[config.mk]
export PLATFORM = sky130hd
export DESIGN_NAME = intc_bank_regs
export DESIGN_NICKNAME = d
export VERILOG_FILES = /design/src/rtl/intc_pkg.sv /design/src/rtl/intc_src_bank.sv /design/src/rtl/intc_prio_store.sv /design/src/rtl/intc_bank_regs.sv
export SDC_FILE = /design/constraint.sdc
export NUM_CORES = 1
export LEC_CHECK = 0
export ABC_AREA = 1
export BUFFER_PORTS_ARGS = -buffer_cell sky130_fd_sc_hd__buf_2
export CAP_MARGIN = 5
export CORE_MARGIN = 2
export CORE_UTILIZATION = 34
export DETAILED_ROUTE_END_ITERATION = 7
export PLACE_DENSITY_LB_ADDON = 0.05
export SLEW_MARGIN = 10
export SYNTH_ARGS = -nofsm -noshare
export SYNTH_HDL_FRONTEND = slang
export SYNTH_HIERARCHICAL = 1
export SYNTH_SLANG_ARGS = --single-unit
[constraint.sdc]
create_clock -name clk -period 6.8 [get_ports clk]
set_input_delay 0.68 -clock clk [delete_from_list [all_inputs] [get_ports clk]]
set_output_delay 0.68 -clock clk [all_outputs]
set_load 0.02 [all_outputs]
[src/rtl/intc_pkg.sv]
package intc_pkg;

    localparam int ADDR_W = 8;
    localparam int DATA_W = 32;
    localparam int BANK_W = 32;

    localparam logic [ADDR_W-1:0] OFF_IRQV_LO  = 8'h00;
    localparam logic [ADDR_W-1:0] OFF_EN_LO    = 8'h04;
    localparam logic [ADDR_W-1:0] OFF_ROUTE_LO = 8'h08;
    localparam logic [ADDR_W-1:0] OFF_FIQV_LO  = 8'h0C;
    localparam logic [ADDR_W-1:0] OFF_RAW_LO   = 8'h10;
    localparam logic [ADDR_W-1:0] OFF_CTRL     = 8'h14;
    localparam logic [ADDR_W-1:0] OFF_TOP      = 8'h18;
    localparam logic [ADDR_W-1:0] OFF_IRQV_HI  = 8'h9C;
    localparam logic [ADDR_W-1:0] OFF_EN_HI    = 8'hA0;
    localparam logic [ADDR_W-1:0] OFF_ROUTE_HI = 8'hA4;
    localparam logic [ADDR_W-1:0] OFF_FIQV_HI  = 8'hA8;
    localparam logic [ADDR_W-1:0] OFF_RAW_HI   = 8'hAC;
    localparam logic [ADDR_W-1:0] PRIO_LO_BASE = 8'h1C;
    localparam logic [ADDR_W-1:0] PRIO_LO_LAST = 8'h98;
    localparam logic [ADDR_W-1:0] PRIO_HI_BASE = 8'hB0;
    localparam logic [ADDR_W-1:0] PRIO_HI_LAST = 8'hCC;

    typedef enum logic [3:0] {
        SEL_NONE, SEL_IRQV, SEL_EN, SEL_ROUTE, SEL_FIQV,
        SEL_RAW, SEL_CTRL, SEL_TOP, SEL_PRIO
    } reg_sel_e;

    typedef struct packed {
        reg_sel_e   sel;
        logic       hi;
        logic [5:0] idx;
    } reg_dec_t;

    typedef struct packed {
        logic       valid;
        logic [5:0] id;
    } prio_entry_t;

    function automatic reg_dec_t decode_addr(input logic [ADDR_W-1:0] a);
        reg_dec_t d;
        d.sel = SEL_NONE;
        d.hi  = 1'b0;
        d.idx = '0;
        case (a)
            OFF_IRQV_LO:  d.sel = SEL_IRQV;
            OFF_EN_LO:    d.sel = SEL_EN;
            OFF_ROUTE_LO: d.sel = SEL_ROUTE;
            OFF_FIQV_LO:  d.sel = SEL_FIQV;
            OFF_RAW_LO:   d.sel = SEL_RAW;
            OFF_CTRL:     d.sel = SEL_CTRL;
            OFF_TOP:      d.sel = SEL_TOP;
            OFF_IRQV_HI:  begin d.sel = SEL_IRQV;  d.hi = 1'b1; end
            OFF_EN_HI:    begin d.sel = SEL_EN;    d.hi = 1'b1; end
            OFF_ROUTE_HI: begin d.sel = SEL_ROUTE; d.hi = 1'b1; end
            OFF_FIQV_HI:  begin d.sel = SEL_FIQV;  d.hi = 1'b1; end
            OFF_RAW_HI:   begin d.sel = SEL_RAW;   d.hi = 1'b1; end
            default: begin
                if (a[1:0] == 2'b00 && a >= PRIO_LO_BASE && a <= PRIO_LO_LAST) begin
                    d.sel = SEL_PRIO;
                    d.idx = 6'((a - PRIO_LO_BASE) >> 2);
                end else if (a[1:0] == 2'b00 && a >= PRIO_HI_BASE && a <= PRIO_HI_LAST) begin
                    d.sel = SEL_PRIO;
                    d.idx = 6'(BANK_W + int'((a - PRIO_HI_BASE) >> 2));
                end
            end
        endcase
        return d;
    endfunction

    function automatic prio_entry_t prio_from_word(input logic [DATA_W-1:0] w);
        prio_entry_t e;
        e.valid = w[31];
        e.id    = w[5:0];
        return e;
    endfunction

    function automatic logic [DATA_W-1:0] prio_to_word(input prio_entry_t e);
        return {e.valid, 25'd0, e.id};
    endfunction

endpackage

[src/rtl/intc_src_bank.sv]
module intc_src_bank #(
    parameter int W = 32
) (
    input  logic         clk,
    input  logic         rst,
    input  logic [W-1:0] level,
    input  logic         we_en,
    input  logic         we_route,
    input  logic [W-1:0] wdata,
    input  logic         wake_any,
    output logic [W-1:0] pend,
    output logic [W-1:0] en,
    output logic [W-1:0] route,
    output logic         fiq_hit,
    output logic         irq_hit,
    output logic         wake_hit
);

    always_ff @(posedge clk) begin
        if (rst) begin
            pend  <= '0;
            en    <= '0;
            route <= '0;
        end else begin
            pend <= level;
            if (we_en)    en    <= wdata;
            if (we_route) route <= wdata;
        end
    end

    logic [W-1:0] live;
    assign live     = pend & en;
    assign fiq_hit  = |(live & route);
    assign irq_hit  = |(live & ~route);
    assign wake_hit = |(pend & (en | {W{wake_any}}));

endmodule

[src/rtl/intc_prio_store.sv]
module intc_prio_store
    import intc_pkg::*;
#(
    parameter int N = 40
) (
    input  logic              clk,
    input  logic              rst,
    input  logic              we,
    input  logic [5:0]        idx,
    input  logic [DATA_W-1:0] wdata,
    output logic [DATA_W-1:0] rdata
);

    prio_entry_t entries [N];

    for (genvar i = 0; i < N; i++) begin : g_entry
        always_ff @(posedge clk) begin
            if (rst)
                entries[i] <= '0;
            else if (we && idx == 6'(i))
                entries[i] <= prio_from_word(wdata);
        end
    end

    always_comb begin
        rdata = '0;
        for (int i = 0; i < N; i++)
            if (idx == 6'(i)) rdata = prio_to_word(entries[i]);
    end

endmodule

[src/rtl/intc_bank_regs.sv]
module intc_bank_regs
    import intc_pkg::*;
#(
    parameter int NSRC = 40
) (
    input  logic              clk,
    input  logic              rst,
    input  logic [NSRC-1:0]   src_level,
    input  logic              halted,
    input  logic [DATA_W-1:0] top_prio_i,
    input  logic              bus_wr,
    input  logic              bus_rd,
    input  logic [ADDR_W-1:0] bus_addr,
    input  logic [DATA_W-1:0] bus_wdata,
    output logic [DATA_W-1:0] bus_rdata,
    output logic              fiq_o,
    output logic              irq_o,
    output logic              wake_o
);

    localparam int LO_W    = BANK_W;
    localparam int HI_W    = NSRC - BANK_W;
    localparam int N_BANKS = 2;

    reg_dec_t dec;
    logic     idx_ok;
    assign dec    = decode_addr(bus_addr);
    assign idx_ok = int'(dec.idx) < NSRC;

    logic restrict_q;
    logic [N_BANKS-1:0][DATA_W-1:0] bk_pend, bk_en, bk_route;
    logic [N_BANKS-1:0] bk_fiq, bk_irq, bk_wake;

    for (genvar b = 0; b < N_BANKS; b++) begin : g_bank
        localparam int BW = (b == 0) ? LO_W : HI_W;
        logic sel_bank;
        assign sel_bank = bus_wr && (dec.hi == 1'(b));

        intc_src_bank #(.W(BW)) u_bank (
            .clk      (clk),
            .rst      (rst),
            .level    (src_level[b*BANK_W +: BW]),
            .we_en    (sel_bank && dec.sel == SEL_EN),
            .we_route (sel_bank && dec.sel == SEL_ROUTE),
            .wdata    (bus_wdata[BW-1:0]),
            .wake_any (~restrict_q),
            .pend     (bk_pend[b][BW-1:0]),
            .en       (bk_en[b][BW-1:0]),
            .route    (bk_route[b][BW-1:0]),
            .fiq_hit  (bk_fiq[b]),
            .irq_hit  (bk_irq[b]),
            .wake_hit (bk_wake[b])
        );

        if (BW < DATA_W) begin : g_pad
            assign bk_pend[b][DATA_W-1:BW]  = '0;
            assign bk_en[b][DATA_W-1:BW]    = '0;
            assign bk_route[b][DATA_W-1:BW] = '0;
        end
    end

    logic [DATA_W-1:0] prio_rdata;

    intc_prio_store #(.N(NSRC)) u_prio (
        .clk   (clk),
        .rst   (rst),
        .we    (bus_wr && dec.sel == SEL_PRIO && idx_ok),
        .idx   (dec.idx),
        .wdata (bus_wdata),
        .rdata (prio_rdata)
    );

    always_ff @(posedge clk) begin
        if (rst)
            restrict_q <= 1'b1;
        else if (bus_wr && dec.sel == SEL_CTRL)
            restrict_q <= bus_wdata[0];
    end

    assign fiq_o  = |bk_fiq;
    assign irq_o  = |bk_irq;
    assign wake_o = halted && (|bk_wake);

    logic [DATA_W-1:0] rd_mux;
    always_comb begin
        unique case (dec.sel)
            SEL_IRQV:  rd_mux = bk_pend[dec.hi] & bk_en[dec.hi] & ~bk_route[dec.hi];
            SEL_FIQV:  rd_mux = bk_pend[dec.hi] & bk_en[dec.hi] & bk_route[dec.hi];
            SEL_RAW:   rd_mux = bk_pend[dec.hi];
            SEL_EN:    rd_mux = bk_en[dec.hi];
            SEL_ROUTE: rd_mux = bk_route[dec.hi];
            SEL_CTRL:  rd_mux = {{(DATA_W-1){1'b0}}, restrict_q};
            SEL_TOP:   rd_mux = top_prio_i;
            SEL_PRIO:  rd_mux = idx_ok ? prio_rdata : '0;
            default:   rd_mux = '0;
        endcase
    end

    always_ff @(posedge clk) begin
        if (rst)
            bus_rdata <= '0;
        else if (bus_rd)
            bus_rdata <= rd_mux;
    end

endmodule

# After elaboration in Yosys (flattened, before gate mapping)
# Memory sizes are Yosys's and may differ from the RTL's.
# Index checks and enable logic that the tools add are counted.
dict set report totals {
  ff_bits 153
  n_memories 1
  ram_bits 280
  output_inout_bits 35
}
# memory words width read_ports rd_clocked_by_memory_dff wr line
set mem_list {}
lappend mem_list {u_prio.entries 40 7 40 0 40 intc_prio_store.sv:14} ;# prio_entry_t entries [N];
dict set report op_classes {
  bitwise 58
  muxes 217
  order_cmp 6
  addsub 3
  eq_ne 58
  n_reduce_logical 67
}
# op count
set ops {}
lappend ops {{32-bit 2-to-1 mux} 47}
lappend ops {{7-bit 2-to-1 mux} 40}
lappend ops {{32-bit case mux with 8 select lines} 1}
lappend ops {{32-bit AND} 7}
lappend ops {{1-bit 2-to-1 mux} 123}
lappend ops {{40-bit OR reduction} 3}
lappend ops {{6-bit by 5-bit equality test with 1-bit output (second input constant)} 16}
lappend ops {{32-bit inverter} 2}
lappend ops {{1-bit logical AND} 54}
lappend ops {{6-bit by 4-bit equality test with 1-bit output (second input constant)} 8}
lappend ops {{6-bit equality test (second input constant)} 8}
lappend ops {{8-bit equality test (second input constant)} 5}
lappend ops {{1-bit bitwise OR} 40}
lappend ops {{8-bit AND} 4}
lappend ops {{32-bit bitwise OR} 1}
lappend ops {{4-bit case mux with 7 select lines} 1}
lappend ops {{6-bit by 3-bit equality test with 1-bit output (second input constant)} 4}
lappend ops {{8-bit by 5-bit equality test with 1-bit output (second input constant)} 3}
lappend ops {{6-bit 2-to-1 mux} 3}
lappend ops {{4-bit by 3-bit equality test with 1-bit output (second input constant)} 4}
lappend ops {{8-bit by 4-bit equality test with 1-bit output (second input constant)} 2}
lappend ops {{8-bit <= comparator (second input constant)} 2}
lappend ops {{6-bit by 2-bit equality test with 1-bit output (second input constant)} 2}
lappend ops {{12-bit OR reduction} 1}
lappend ops {{other kinds (21)} 28}

# Longest topological paths before layout
# Gate-level depths: netlist of run 1.
dict set report depth {
  ltp_word 49
  depth_mapped 44
}

# By module
# The synthesis of run 1 kept the hierarchy.
# mod area_each_um2 n_inst cells_per_inst seq_area_each_um2
set by_module_without_submodules {}
lappend by_module_without_submodules {intc_prio_store 13016.2 1 1353 8408.1}
lappend by_module_without_submodules {intc_bank_regs 5383.9 1 1077 660.6}
lappend by_module_without_submodules {{intc_src_bank at g_bank[0].u_bank} 4147.7 1 587 1921.8}
lappend by_module_without_submodules {{intc_src_bank at g_bank[1].u_bank} 1021.0 1 150 480.5}

# Worst setup path after synthesis of run 1
# No wires, ideal clock.
dict set report synth_path {
  path_type {in2reg}
  start {in bus_addr[5]}
  end {reg bus_rdata[31]}
  setup_ps 132
  t_required_ps 6668
  cell_stages 43
  arrival_ps 4398
  setup_slack_ps 2269
  n_path_buf 2
  cell_sequence {inv_1 > ha_1 > nand3_1 > inv_1 > nand2_1 > nand2_1 > nand2_2 > nand2_1 > nand3_2 > buf_6 > buf_2 > a211oi_1 > nor2_1 > nand2_2 > nor2_2 > nand2_1 > nand3_1 > nor2_1 > [... 7 more ...] > nand2_1 > nand3_1 > nand2_1 > nand4_1 > nand2_1 > nand3_1 > nand2_1 > nand4_1 > nor2_1 > nand4_1 > nor2_1 > nand3_1 > inv_1 > nor2_1 > nand2_1 > nand3_1 > nand2_1 > a21oi_1}
}
# item line
set synth_rtl {}
lappend synth_rtl {{start, declared} intc_bank_regs.sv:13} ;# input logic [ADDR_W-1:0] bus_addr,
lappend synth_rtl {{end signal, assigned} intc_bank_regs.sv:103} ;# bus_rdata <= rd_mux;
lappend synth_rtl {{end, declared} intc_bank_regs.sv:15} ;# output logic [DATA_W-1:0] bus_rdata,

==> results of run 1 <==
==> worst min-delay path, stage by stage <==
cell    delay, ns
buf_2        0.08
inv_1        0.03
nor2_1       0.06
==> how the worst max path moves through the flow <==
| stage | endpoint | slack, ns | start | cells after the start |
|---|---|---|---|---|
| 5_1_grt | bus_rdata[2]$_SDFFE_PP0P_ | 0.73 | bus_addr[5] | 40 |
| 4_1_cts | bus_rdata[2]$_SDFFE_PP0P_ | 1.39 | bus_addr[5] | 40 |
| 3_3_place_gp | bus_rdata[2]$_SDFFE_PP0P_ | 0.85 | bus_addr[5] | 40 |
| 3_5_place_dp | bus_rdata[2]$_SDFFE_PP0P_ | 0.79 | bus_addr[5] | 40 |
| 6_report | bus_rdata[2]$_SDFFE_PP0P_ | 1.35 | bus_addr[5] | 40 |
| 2_1_floorplan | bus_rdata[31]$_SDFFE_PP0P_ | 2.27 | bus_addr[5] | 43 |
==> cells in the mapped netlist, drive strengths merged (20+ instances only) <==
| master | number | area, um^2 |
|---|---|---|
| nand2 | 916 | 3450 |
| nor2 | 677 | 2680 |
| inv | 291 | 1090 |
| edfxtp | 280 | 8410 |
| nand3 | 206 | 1060 |
| dfxtp | 153 | 3060 |
| nand4 | 147 | 920 |
| a21oi | 128 | 648 |
| buf | 112 | 747 |
| o21ai | 105 | 526 |
| clkbuf | 66 | 248 |
| or2 | 30 | 188 |
| a211oi | 20 | 225 |
==> layout make-up <==
class	instances	area, um^2
antenna	1	2.50
clock buffer	66	1400
clock inverter	28	234
fill	7324	42100
inverter	293	1100
multi-input combinational	2287	10100
sequential	433	11500
tap	931	1160
timing repair buffer	180	980
==> registers in the layout (all words and copies together) (netlist names) <==
register,flops
g_bank.u_bank/route,40
restrict_q,1
g_bank.u_bank/en,40
g_bank.u_bank/pend,40
u_prio/entries,280
bus_rdata,32
==> routing by layer <==
metal  track usage, %  vias up  routed length, um
li1                 -    10300                  -
met1             28.3    10200              34800
met2             45.6      652              45700
met3             2.77      178               4090
met4             12.7        0               4730
met5                0        -                  0
==> cell families (layout without fill, tap and decap cells) <==
kind of cell / after synthesis / in the layout / share of synthesized area [%]
other: 1 / 26 / 0.0159
xor gates and xnor gates: 2 / 2 / 0.0743
AOI/OAI and AO/OA: 254 / 254 / 5.97
adders and majority gates: 10 / 10 / 0.531
DFF: 433 / 433 / 48.7
and+or+nand+nor: 1996 / 1996 / 35.8
buffers and inverters: 471 / 567 / 8.90
==> metrics by stage <==
step,instances,instance area [um^2],setup WS [ns]
2_1_floorplan,3191,23700,2.27
3_3_place_gp,4124,24800,0.855
3_5_place_dp,4124,24800,0.793
4_1_cts,4218,26500,1.39
5_1_grt,4218,26500,0.727
6_report,4219,26500,1.35
==> power by group through the flow <==
stage	clock network, mW	logic, mW	registers, mW
after CTS	2.78	0.518	2.96
after floorplan	0	0.317	2.99
after global placement	0	0.515	3.02
after detailed placement	0	0.516	3.02
final	2.71	0.513	2.96
after global routing	2.88	0.569	2.97
==> impl_metrics.yaml, run 1 <==
synthesis:
  netlist_area_mm2: 0.0236
  synth-edff-count: 280
  synth-seq-cells: 433
  syn_area_per_cell_um2: 7.44
  synth_flop_cell: "edfxtp_1"
  synth_cell_types: 38
  synth_async_sr_flop_share_pct: 0
  yosysSeqAreaShare_pct: 48.7
  yosysWarnings: 6
  synthCells: 3167
timing:
  finalCritPeriodShare_pct: 80.1
  setup_viol: 0
  fin_crit_ns: 5.45
  tightest_slew_ns: 1.20
  hold_viol_final: 0
  max_freq_mhz: 184
  maxSlewViolCount: 0
  holdWs_ns: 0.269
  rsz0062_at_grt: "false"
  skew_ns: 0.0415
  tns_ns: 0
  slew_headroom_pct: 20.0
critical_path:
  path_max_fanout: 9
  cpLargestDelayFamily: "simple AND/OR/NAND/NOR gates"
  crit_top_cell: "nand2_1"
  cp.required_ns: 7.25
  r2r_slack_ns: 3.54
  timing.rr.end: "bus_rdata[2]$_SDFFE_PP0P_"
  path_buf_inv: 4
  r2r_cells: 28
  arrival_ns: 5.89
  endpoint_kind: "flip-flop"
  worstReg2RegStart: "u_prio/entries[0][2]$_SDFFCE_PN0P_"
  critPathSlowestCell: "a211oi_1"
  critPathMaxStageDelay_ns: 0.67
  critPathLaunchType: "primary input"
  crit_type: "primary input to flip-flop"
die:
  core-area_mm2: 0.0686
  rows: 96
  initial_core_util_pct: 34.4
  die_w_um: 267
  num_io_pins: 152
  die_area_mm2: 0.0714
  die_h_um: 267
clock_tree:
  cts_tree: "done"
  cts_setup_buffers: 0
  cts_sinks: 433
  clock_path_buffers: 3
  cts-root-buf: "clkbuf_16"
  clk_latency_ns: 0.63
  clkTransAtPathRegs_ns: 0.05
  ctsResizeCount: 0
  cts_buffers: 51
  postCtsHoldBufs: 0
  htreeDepth: 2
placed_design:
  port_buffers: 151
  dpl.hpwl_um: 63000
  gp_congestion: 0.910
final_layout:
  drive_gt1_share_pct: 11.0
  fin_nets: 3373
  area_delta_synth_final_pct: 12.4
  mostFrequentLayoutCells: "nand2_1, nor2_1, edfxtp_1"
  fin_util_pct: 38.6
  layout_commonest_cell: "nand2_1"
pwr:
  leakage_nw: 10.7
  seqPwrFrac_pct: 47.9
  power_frac_comb_pct: 8.3
  p_clk_share_pct: 43.8
  ir_drop_v: 0.000210
  power.internal_mw: 4.59
  switching_power_mw: 1.59
  swShare_pct: 25.7
  p_total_mw: 6.18
  power.density_mw_per_mm2: 233
global_route:
  grt_max_degree: 98
  gr-total-overflow: 0
  track_usage_pct: 24.8
  antenna_found_initial: 0
  grt_pass1_wl_um: 133000
  first_global_vias: 21500
routing:
  drc_errors: 0
  wl_um: 89300
  avgRoutedWirePerCell_um: 21.2
  viasPerCell: 5.06
  drt_first_pass_iters: 5
  dr.first_iter.drc_count: 1861
  via_count: 21400
  drt.antenna.violating_nets: 0
status:
  status: "finished, final reports clean"
worst_hold_path:
  min_path_cells: 3
  min_from: "src_level[31]"
  hp-class: "primary input to flip-flop"
  hold_path_end: "g_bank[0].u_bank/pend[31]$_SDFF_PP0_"
flow_run:
  maxCapViolations: 0
(Power assumes the default switching activity.)
==> run 2, diff against run 1 <==
clock period = 5.1 ns   (was 6.8 ns; I/O delays follow)
==> impl_metrics.yaml, run 2 (synthesis results as in run 1) <==
worst_hold_path:
  min_from: "src_level[15]"
  hp-class: "primary input to flip-flop"
routing:
  viasPerCell: 4.99
  via_count: 21700
  drc_errors: 0
  avgRoutedWirePerCell_um: 20.6
  drt_first_pass_iters: 8
  wl_um: 89400
  dr.first_iter.drc_count: 1726
  drt.antenna.violating_nets: 0
die:
  die_w_um: 267
  die_h_um: 267
  initial_core_util_pct: 34.4
  die_area_mm2: 0.0714
  core-area_mm2: 0.0686
  rows: 96
  num_io_pins: 152
critical_path:
  cpLargestDelayFamily: "simple AND/OR/NAND/NOR gates"
  crit_type: "primary input to flip-flop"
  path_buf_inv: 8
  r2r_slack_ns: 1.52
  cp.required_ns: 5.53
  critPathMaxStageDelay_ns: 0.21
  arrival_ns: 5.16
  endpoint_kind: "flip-flop"
  worstReg2RegStart: "u_prio/entries[0][13]$_SDFFCE_PN0P_"
  path_max_fanout: 4
  critPathLaunchType: "primary input"
  critPathSlowestCell: "ha_1"
  startpoint: "bus_addr[2]"
clock_tree:
  cts-root-buf: "clkbuf_16"
  cts_sinks: 433
  postCtsHoldBufs: 0
  cts_tree: "done"
  clk_latency_ns: 0.63
  clock_path_buffers: 3
  cts_buffers: 51
  htreeDepth: 2
  clkTransAtPathRegs_ns: 0.06
placed_design:
  gp_congestion: 0.872
  dpl.hpwl_um: 63200
  port_buffers: 151
pwr:
  leakage_nw: 11.4
  ir_drop_v: 0.000296
  power.density_mw_per_mm2: 299
timing:
  fin_crit_ns: 4.74
  slew_headroom_pct: 26.0
  rsz0062_at_grt: "true"
  hold_viol_final: 0
  tightest_slew_ns: 1.10
  finalCritPeriodShare_pct: 92.9
  tns_ns: 0
  maxSlewViolCount: 0
  max_freq_mhz: 211
  setup_viol: 0
  skew_ns: 0.0423
global_route:
  first_global_vias: 21900
  gr-total-overflow: 0
  grt_pass1_wl_um: 133000
  grt_max_degree: 81
  track_usage_pct: 24.9
  antenna_found_initial: 1
flow_run:
  maxCapViolations: 0
final_layout:
  n_antenna_cell: 0
  largest_reg_flops: 280
  layout_commonest_cell: "nand2_1"
  area_delta_synth_final_pct: 17.5
  largest-register: "u_prio/entries"
  fin_util_pct: 40.4
  drive_gt1_share_pct: 16.0
  fin_nets: 3504
  mostFrequentLayoutCells: "nand2_1, nor2_1, edfxtp_1"
status:
  status: "finished, final reports clean"
==> run 2: tightest hold or removal path, stage by stage <==
cell	delay, ns
buf_2	0.07
inv_1	0.03
nor2_1	0.06
==> run 2: power by group <==
part	switching, mW	internal [mW]	total [mW]	leakage [nW]
combinational	0.543	0.237	0.780	6.73
sequential	0.0793	3.87	3.94	3.90
clock	1.53	2.02	3.55	0.786
total	2.15	6.12	8.28	11.4
==> run 2: timing repair <==
| item | in CTS | in global routing |
|---|---|---|
| endpoints found under the setup margin | 0 | 5 |
| gates resized for setup | 0 | 68 |
| buffers inserted | 0 | 11 |
==> run 2: area by class of cell <==
type                    instances  area, um^2
flip-flops and latches        433       11500
clock buffers                  64        1390
inverters                     293        1100
repair buffers                311        2010
clock inverters                25         226
well taps                     931        1160
fillers                      7287       40900
multi-input cells            2287       10300
==> run 2: worst paths after layout <==
path | endpoint | cells after the start
max | bus_rdata[31]$_SDFFE_PP0P_ | 42
min | g_bank[0].u_bank/pend[15]$_SDFF_PP0_ | 3
max reg2reg | bus_rdata[31]$_SDFFE_PP0P_ | 28
min reg2reg | bus_rdata[28]$_SDFFE_PP0P_ | 2
==> run 2: metal layers <==
layer	vias to the layer above	global-route usage [%]	wire, um
li1	10600	-	-
met1	10300	28.4	34900
met2	607	46.2	46000
met3	175	2.65	3790
met4	2	12.2	4670
met5	-	0	11
==> run 2: through the flow <==
step	cells	setup slack [ns]	area (um^2)	total power [mW]	hold WS, ns
after floorplan	3191	0.739	23700	4.41	0.460
after global placement	4245	-0.470	25800	4.77	0.451
after detailed placement	4245	-0.472	25800	4.78	0.454
after CTS	4334	0.112	27400	8.35	0.0700
after global routing	4344	-0.0443	27700	8.60	0.0829
final	4344	0.365	27700	8.28	0.0891
==> run 3, diff against run 2 <==
SYNTH_HIERARCHICAL = not set   (was 1)
==> impl_metrics.yaml, run 3 <==
die:
  die_area_mm2: 0.0667
  die_w_um: 258
  initial_core_util_pct: 34.2
  die_h_um: 258
  core-area_mm2: 0.0642
  num_io_pins: 152
  rows: 93
global_route:
  gr-total-overflow: 0
  first_global_vias: 19500
  antenna_found_initial: 1
  track_usage_pct: 23.4
  grt_max_degree: 70
  grt_pass1_wl_um: 119000
clock_tree:
  cts_tree: "done"
  cts-root-buf: "clkbuf_16"
  cts_buffers: 51
  postCtsHoldBufs: 0
  clock_path_buffers: 3
  htreeDepth: 2
  clk_latency_ns: 0.61
  cts_sinks: 433
  clkTransAtPathRegs_ns: 0.06
critical_path:
  worstReg2RegStart: "u_prio.entries[0][6]$_SDFFCE_PN0P_"
  r2r_cells: 30
  crit_type: "primary input to flip-flop"
  crit_top_cell: "nand2_1"
  cp.required_ns: 5.57
  path_max_fanout: 5
  timing.rr.end: "bus_rdata[31]$_SDFFE_PP0P_"
  critPathSlowestCell: "nor3_2"
  r2r_slack_ns: 1.63
  endpoint_kind: "flip-flop"
  critPathMaxStageDelay_ns: 0.32
  critPathLaunchType: "primary input"
  arrival_ns: 5.13
final_layout:
  mostFrequentLayoutCells: "nand2_1, nor2_1, inv_1"
  layout_commonest_cell: "nand2_1"
  n_fill_cell: 6685
  largest-register: "u_prio.entries"
  fin_nets: 3193
  fin_util_pct: 41.3
  largest_reg_flops: 280
  area_delta_synth_final_pct: 20.8
  drive_gt1_share_pct: 18.5
synthesis:
  synth-seq-cells: 433
  yosysSeqAreaShare_pct: 52.2
  synth_area_leaders: "edfxtp_1, dfxtp_1, nand2_1"
  syn_area_per_cell_um2: 7.88
  yosysWarnings: 0
  synth.most_common_cell: "nand2_1"
  synth_nets: 2915
  netlist_area_mm2: 0.0220
  synth_cell_types: 53
  yosysTopAreaCellShare_pct: 38.2
  synthCells: 2788
  synth_flop_cell: "edfxtp_1"
  synth_async_sr_flop_share_pct: 0
  synth-edff-count: 280
  synth_area_leader_cell: "edfxtp_1"
  synth_common_cells: "nand2_1, nor2_1, inv_1"
routing:
  wl_um: 79000
  dr.first_iter.drc_count: 1570
  avgRoutedWirePerCell_um: 20.0
  drc_errors: 0
  via_count: 19700
  drt.antenna.violating_nets: 0
  viasPerCell: 4.98
  drt_first_pass_iters: 6
status:
  status: "finished, final reports clean"
timing:
  finalCritPeriodShare_pct: 91.4
  maxSlewViolCount: 0
  holdWs_ns: 0.0964
  rsz0062_at_grt: "false"
  slew_headroom_pct: 32.1
  setup_viol: 0
  skew_ns: 0.0217
  max_freq_mhz: 215
  tns_ns: 0
  layout_setup_ws_ns: 0.440
  tightest_slew_ns: 1.01
  hold_viol_final: 0
  fin_crit_ns: 4.66
pwr:
  leakage_nw: 11.3
  power.density_mw_per_mm2: 316
  ir_drop_v: 0.000237
worst_hold_path:
  min_from: "src_level[12]"
  hold_path_end: "g_bank[0].u_bank.pend[12]$_SDFF_PP0_"
  min_path_cells: 3
  hp-class: "primary input to flip-flop"
flow_run:
  maxCapViolations: 0
placed_design:
  port_buffers: 151
  dpl.hpwl_um: 55500
  gp_congestion: 0.899
  pre_cts_ws_ns: -0.456
run 3: layer usage:
metal	up-vias	GRT usage, %	part of all wire [%]
met5	-	0	0
met4	0	6.12	2.3
met3	113	2.87	4.8
met2	549	37.9	46
met1	9426	33.2	47
li1	9624	-	-
run 3: timing repair:
item	CTS	global route
resized for setup	0	20
setup endpoints to repair	0	3
setup buffers	0	3
run 3: critical path: cells and delay by family:
kind	cells	cell delay, ns
simple gates	37	3.63
buf+inv	5	0.69
fa+ha+maj	1	0.24
compound gates	1	0.06
run 3: worst max-delay path by stage:
stage                      from                          to
floorplan           bus_addr[5]   bus_rdata[4]$_SDFFE_PP0P_
global placement    bus_addr[4]  bus_rdata[31]$_SDFFE_PP0P_
detailed placement  bus_addr[4]  bus_rdata[31]$_SDFFE_PP0P_
CTS                 bus_addr[4]  bus_rdata[31]$_SDFFE_PP0P_
global route        bus_addr[5]  bus_rdata[31]$_SDFFE_PP0P_
finish              bus_addr[5]  bus_rdata[31]$_SDFFE_PP0P_
run 3: metrics by stage:
step                cells  cell area [um^2]  power [mW]
global placement     3865             24800        4.82
floorplan            2788             22000        4.40
CTS                  3955             26500        8.47
detailed placement   3865             24800        4.82
finish               3959             26500        8.38
global route         3959             26500        8.69
run 3: area by class of cell:
class / instances / area [um^2] / share of cell area [%]
Sequential cell: 433 / 11500 / 43.2
Multi-Input combinational cell: 1904 / 8860 / 33.4
Timing Repair Buffer: 343 / 2240 / 8.43
Clock buffer: 71 / 1490 / 5.60
Inverter: 333 / 1250 / 4.73
Tap cell: 855 / 1070 / 4.03
Clock inverter: 19 / 161 / 0.608
Antenna cell: 1 / 2.50 / 0.00943
run 3: logic make-up (layout without fill, tap and decap cells):
| group | count (synthesis) | in the layout | share of synthesized area (%) |
|---|---|---|---|
| adder cells (fa/ha/maj) | 10 | 10 | 0.569 |
| multiplexers | 5 | 5 | 0.228 |
| other | 0 | 1 | 0 |
| flip-flops | 433 | 433 | 52.2 |
| AO/OA/AOI/OAI | 408 | 408 | 10.7 |
| buffers and inverters | 451 | 766 | 7.88 |
| AND/OR/NAND/NOR | 1473 | 1473 | 28.1 |
| XOR/XNOR | 8 | 8 | 0.319 |
run 3: report_power, final:
part           internal, mW  switching, mW  total (mW)
Clock                  2.13           1.51        3.64
Sequential             3.86         0.0624        3.93
Combinational         0.257          0.564       0.820
Total                  6.25           2.14        8.38
